<file path="src/rtl/callTimerPkg.sv">
package callTimerPkg;

  localparam int DIGIT_W    = 4;
  localparam int NUM_DIGITS = 6;
  localparam int BCD_W      = DIGIT_W * NUM_DIGITS;

  // strobes from control to datapath
  typedef struct packed {
    logic clearAll;  // restart the count at 00:00:00
    logic tickEn;    // advance the count by one second
  } timerCtlT;

endpackage

</file>
<file path="src/rtl/bcdDigit.sv">
module bcdDigit #(
  parameter int MAX_VAL = 9
) (
  input  logic       clk,
  input  logic       rst,
  input  logic       clear,
  input  logic       inc,
  output logic [3:0] val,
  output logic       carry
);

  localparam logic [3:0] TOP = 4'(MAX_VAL);

  logic atTop;
  assign atTop = (val == TOP);
  assign carry = inc && atTop;

  always_ff @(posedge clk) begin
    if (rst || clear) begin
      val <= '0;
    end else if (inc) begin
      val <= atTop ? '0 : val + 4'd1;
    end
  end

  // a digit never leaves its own range
  assert_digit_range_R4: assert property (@(posedge clk) disable iff (rst)
    val <= TOP);

  // an enabled digit below its top steps by exactly one
  assert_digit_step_R3: assert property (@(posedge clk) disable iff (rst)
    (inc && !clear && val < TOP) |=> (val == $past(val) + 4'd1));

  // an enabled digit at its top wraps to zero
  assert_digit_wrap_R6: assert property (@(posedge clk) disable iff (rst)
    (inc && !clear && atTop) |=> (val == 4'd0));

  // with no enable and no clear the digit holds
  assert_digit_hold_R7: assert property (@(posedge clk) disable iff (rst)
    (!inc && !clear) |=> $stable(val));

  // a clear zeroes the digit
  assert_digit_clear_R2: assert property (@(posedge clk) disable iff (rst)
    clear |=> (val == 4'd0));

endmodule

</file>
<file path="src/rtl/callTimerCtrl.sv">
module callTimerCtrl
  import callTimerPkg::*;
#(
  parameter int TICK_DIV = 100
) (
  input  logic     clk,
  input  logic     rst,
  input  logic     startPulse,
  input  logic     stopPulse,
  output timerCtlT ctl,
  output logic     running,
  output logic     done
);

  localparam int PRE_W = (TICK_DIV > 1) ? $clog2(TICK_DIV) : 1;
  localparam logic [PRE_W-1:0] PRE_LAST = PRE_W'(TICK_DIV - 1);

  logic [PRE_W-1:0] preCount;
  logic             preLast;

  assign preLast = (preCount == PRE_LAST);

  always_ff @(posedge clk) begin
    if (rst) begin
      running  <= 1'b0;
      done     <= 1'b0;
      preCount <= '0;
    end else if (startPulse) begin
      running  <= 1'b1;
      done     <= 1'b0;
      preCount <= '0;
    end else if (stopPulse && running) begin
      running  <= 1'b0;
      done     <= 1'b1;
      preCount <= '0;
    end else if (running) begin
      preCount <= preLast ? '0 : preCount + 1'b1;
    end
  end

  always_comb begin
    ctl.clearAll = startPulse;
    ctl.tickEn   = running && preLast && !startPulse;
  end

  // prescaler stays inside its divide range
  assert_pre_range_R3: assert property (@(posedge clk) disable iff (rst)
    preCount <= PRE_LAST);

  // start always lands in running with a fresh prescaler
  assert_start_flags_R2: assert property (@(posedge clk) disable iff (rst)
    startPulse |=> (running && !done && preCount == '0));

  // stop while running ends the call
  assert_stop_ends_R7: assert property (@(posedge clk) disable iff (rst)
    (stopPulse && running && !startPulse) |=> (!running && done));

  // the two flags are never high together
  assert_flags_excl_R7: assert property (@(posedge clk) disable iff (rst)
    !(running && done));

  // done persists until a start
  assert_done_hold_R8: assert property (@(posedge clk) disable iff (rst)
    (done && !startPulse) |=> done);

  // stop while idle does not raise done
  assert_idle_stop_R8: assert property (@(posedge clk) disable iff (rst)
    (!running && !done && !startPulse) |=> (!done && !running));

endmodule

</file>
<file path="src/rtl/callTimerDatapath.sv">
module callTimerDatapath
  import callTimerPkg::*;
#(
  parameter int HOUR_TENS_MAX = 9
) (
  input  logic             clk,
  input  logic             rst,
  input  timerCtlT         ctl,
  output logic [BCD_W-1:0] digits
);

  // per-digit top value: seconds/minutes tens stop at 5, hours tens is set
  function automatic int digitMax(input int idx);
    if (idx == 1 || idx == 3) return 5;
    if (idx == NUM_DIGITS - 1) return HOUR_TENS_MAX;
    return 9;
  endfunction

  function automatic logic [BCD_W-1:0] topValue();
    logic [BCD_W-1:0] v;
    v = '0;
    for (int i = 0; i < NUM_DIGITS; i++) begin
      v[i*DIGIT_W +: DIGIT_W] = 4'(digitMax(i));
    end
    return v;
  endfunction

  localparam logic [BCD_W-1:0] TOP_ALL = topValue();

  logic [NUM_DIGITS:0]   incChain;
  logic [NUM_DIGITS-1:0] carryOut;

  assign incChain[0] = ctl.tickEn;

  for (genvar g = 0; g < NUM_DIGITS; g++) begin : gDigit
    bcdDigit #(.MAX_VAL(digitMax(g))) i_digit (
      .clk   (clk),
      .rst   (rst),
      .clear (ctl.clearAll),
      .inc   (incChain[g]),
      .val   (digits[g*DIGIT_W +: DIGIT_W]),
      .carry (carryOut[g])
    );
    assign incChain[g+1] = carryOut[g];
  end

  // the whole count wraps from its top value to zero
  assert_full_wrap_R6: assert property (@(posedge clk) disable iff (rst)
    (ctl.tickEn && !ctl.clearAll && digits == TOP_ALL) |=> (digits == '0));

  // without a tick or clear the total is frozen
  assert_total_hold_R7: assert property (@(posedge clk) disable iff (rst)
    (!ctl.tickEn && !ctl.clearAll) |=> $stable(digits));

endmodule

</file>
<file path="src/rtl/callDurationTimer.sv">
module callDurationTimer
  import callTimerPkg::*;
#(
  parameter int TICK_DIV      = 100,
  parameter int HOUR_TENS_MAX = 9
) (
  input  logic        clk,
  input  logic        rst,
  input  logic        startPulse,
  input  logic        stopPulse,
  output logic [23:0] elapsedBcd,
  output logic        running,
  output logic        done
);

  timerCtlT ctl;

  callTimerCtrl #(.TICK_DIV(TICK_DIV)) i_ctrl (
    .clk        (clk),
    .rst        (rst),
    .startPulse (startPulse),
    .stopPulse  (stopPulse),
    .ctl        (ctl),
    .running    (running),
    .done       (done)
  );

  callTimerDatapath #(.HOUR_TENS_MAX(HOUR_TENS_MAX)) i_datapath (
    .clk    (clk),
    .rst    (rst),
    .ctl    (ctl),
    .digits (elapsedBcd)
  );

  // reset leaves a clean idle display on the following cycle
  assert_reset_idle_R1: assert property (@(posedge clk)
    rst |=> (elapsedBcd == '0 && !running && !done));

endmodule

</file>
<file path="config.mk">
export PLATFORM = sky130hd
export DESIGN_NAME = callDurationTimer
export DESIGN_NICKNAME = d
export VERILOG_FILES = /design/src/rtl/callTimerPkg.sv /design/src/rtl/bcdDigit.sv /design/src/rtl/callTimerCtrl.sv /design/src/rtl/callTimerDatapath.sv /design/src/rtl/callDurationTimer.sv
export SDC_FILE = /design/constraint.sdc
export NUM_CORES = 1
export LEC_CHECK = 0
export ABC_AREA = 1
export BUFFER_PORTS_ARGS = -buffer_cell sky130_fd_sc_hd__buf_2
export CAP_MARGIN = 25
export CORE_MARGIN = 5
export CORE_UTILIZATION = 50
export DETAILED_ROUTE_END_ITERATION = 8
export PLACE_DENSITY = 0.71
export REMOVE_ABC_BUFFERS = 1
export SLEW_MARGIN = 20
export SYNTH_ARGS = -nofsm -noshare
export SYNTH_HDL_FRONTEND = slang
export SYNTH_SLANG_ARGS = --single-unit
</file>
<file path="constraint.sdc">
create_clock -name clk -period 1.53 [get_ports clk]
set_input_delay 0.153 -clock clk [delete_from_list [all_inputs] [get_ports clk]]
set_output_delay 0.153 -clock clk [all_outputs]
set_load 0.005 [all_outputs]
</file>
==> metrics.txt <==
crit-path cells=ha_4 -> nand2_4 -> inv_2 -> nand2_2 -> nor2_4 -> nand4_4 -> nor2_8 -> nand3_4 -> nor2_1 -> nor2_1; antenna viol nets, final=0; core area=approximately 3300 um^2; fin crit period=1.525 ns; GRT Overall Usage=0.1811; Net Sw Frac=0.2270; Vias per Instance=roughly 4.7; PnR worst setup slack=0.005085 ns; Arrival @ worst endpoint=1.76 ns; io pins=30; critical path fanouts, max=7; drt wl/cell=about 11 um; Crit. End Element=flip-flop; synth warn=0; largest net degree at the start of global routing=23; skew final=between 0.004 and 0.005 ns; max-cap violations=0; first-pass GRT wire length=6.320 mm; initial antenna violation count=0; Filler Cell Count=approximately 280; startpoint class of the critical path=flip-flop; sequential area share after synthesis=0.3804; Slew headroom=0.8476; share of cells above drive strength 1=0.3564; Pint=around 1100 uW; Chip Height=between 60 and 70 um; Hold Crit Class=input port to flip-flop; endpoints failing hold=0; unrepaired setup endpoints after global routing=yes; Worst IR Drop VDD=between 300 and 400 uV; Root Buffer=clkbuf_4; Reg power frac=0.626; CP max stage delay=around 0.36 ns; CP top delay family=simple AND/OR/NAND/NOR gates; most frequent cells in the layout=44 x nand2_1, 39 x nor2_1, 29 x inv_1, 29 x dfxtp_1, 29 x buf_2; Hold WS=around 0.09 ns; clk buf depth=2; Sw Pwr=approximately 310 uW; GPL Wtd Cong=0.8313; Pleak=between 0.001 and 0.0015 uW; Yosys cell types=28; number of detailed-route iterations in the first pass=4; crit path kind=flip-flop to flip-flop; worst skew pair latency=roughly 0.33 ns; CP required=between 1.5 and 2 ns; gate count of the mapped netlist=about 240; mean post-synth cell area=between 7 and 8 um^2; commonest non-fill, non-tap cell in the layout=nand2_1; #FFs+latches synth=33; Total Wirelength=about 3.9 mm; Clock Power Share=0.331; Pwr per Cell Area=just over 600 nW/um^2; residual DRC count=0; Gate power share=0.043; vias in the first global route=1,459; CP max stage cell=dfxtp_2; Area Overhead vs Synth=31.05%; final net count=307; CTS buffer count=5; Worst Tran Pin Value=between 0.2 and 0.25 ns; number of DRC markers in iteration 0=90; most used cell, CP=nor2_1; status=completed; ANT cells=0; Detailed Place HPWL=2.719 mm; setup violators final=0; Reg clk slew, reported paths=~0.090 ns; TritonCTS clock tree=built; initial core utilization=0.5204; row count=21; Die Width=68.94 um; die area=roughly 4800 um^2; Post-Syn Area=between 1500 and 2000 um^2; Sink Count=33; WP buf/inv=1; pre-CTS setup slack=-0.02077 ns; IO Port Bufs=29; final worst path period share=0.9967; H-tree level count=2; FMAX=roughly 660 MHz; Remaining Overflow, GRT=0; max-slew violations=0; Via Count=1,626
-- flip-flops by register name, summed over array words and instances (netlist names) --
signal and flops:
i_ctrl.running 1, i_ctrl.preCount 7, i_ctrl.done 1, i_datapath.gDigit.i_digit.val 24
-- power by group through the flow --
stage,Sequential (uW),Combinational [uW],Clock [uW]
after floorplan,886,29.1,0
after global placement,884,53.1,0
after detailed placement,884,53.3,0
after CTS,865,55.8,472
after global routing,865,66.5,515
final,863,59.4,457
-- metal layers --
layer  global-route usage  vias to the layer above  wire [um]
met3              0.04214                        5        166
met4              0.09246                        0         57
met2               0.2798                       34       1804
li1                     -                      874          -
met1               0.2342                      713       1843
met5                    0                        -          0
-- logic make-up after synthesis --
kind of cell               Yosys count  share of synthesized area
AOI/OAI and AO/OA                   28                    0.08502
xor gates and xnor gates             2                    0.01009
adders and majority gates            1                   0.007203
buffers and inverters               37                    0.08645
DFF                                 33                     0.3804
muxes                                1                   0.005764
and+or+nand+nor                    136                     0.4251
-- worst reg2reg max path, stage by stage (launching register included) --
cell and delay (ns):
dfxtp_2 0.36, ha_4 0.14, nand2_4 0.06, inv_2 0.06, nand2_2 0.06, nor2_4 0.11
nand4_4 0.19, nor2_8 0.18, nand3_4 0.11, nor2_1 0.10, nor2_1 0.05
-- final cells by class --
class	count	area, um^2	share of cell area
multi-input cells	168	987.2	0.4338
flip-flops and latches	33	668.1	0.2936
repair buffers	59	380.4	0.1671
inverters	35	133.9	0.05882
well taps	46	57.56	0.02529
clock buffers	8	48.80	0.02144
-- synth_stat cells, drive strengths merged --
cell type | instances | area (um^2)
nand3 | 12 | 97.59
a31oi | 1 | 6.260
nand4 | 5 | 61.31
a21boi | 1 | 7.510
mux2i | 1 | 10.01
nor3b | 3 | 22.52
xor2 | 2 | 17.52
nand2 | 50 | 195.2
inv | 34 | 127.6
clkbuf | 2 | 17.51
a21oi | 15 | 75.07
nor2 | 54 | 289.0
o32ai | 1 | 8.760
ha | 1 | 12.51
o21ai | 10 | 50.05
clkinv | 1 | 5.000
or2 | 6 | 37.54
dfxtp | 33 | 660.6
nor3 | 6 | 35.03
-- stage by stage --
| stage | util | TNS (ns) | instances | area (um^2) | power, uW |
|---|---|---|---|---|---|
| final | 0.6820 | 0 | 349 | 2276 | 1380 |
| after global routing | 0.6820 | -1.003 | 349 | 2276 | 1446 |
| after floorplan | - | -0.4034 | 236 | 1719 | 915.3 |
| after global placement | 0.6187 | 0 | 330 | 2064 | 936.9 |
| after detailed placement | 0.6187 | -0.03897 | 330 | 2064 | 937.2 |
| after CTS | 0.6532 | 0 | 343 | 2180 | 1394 |
-- worst paths after layout --
check,end,startpoint,depth (start not counted),slack (ns)
worst max-delay path,i_datapath.gDigit[5].i_digit.val[0],i_ctrl.preCount[0],10,0.005
worst min-delay path,i_ctrl.running,stopPulse,4,0.09
worst max register to register,i_datapath.gDigit[5].i_digit.val[0],i_ctrl.preCount[0],10,0.005
worst min register to register,i_ctrl.done,i_ctrl.done,2,0.47
-- repair_timing --
action,CTS,global route
pin swaps,5,9
endpoints found under the hold margin,1,0
resized for setup,6,24
setup buffers,4,6
setup endpoints to repair,5,19
hold buffers,1,0
No activity file was read; power rests on OpenSTA's default activity.
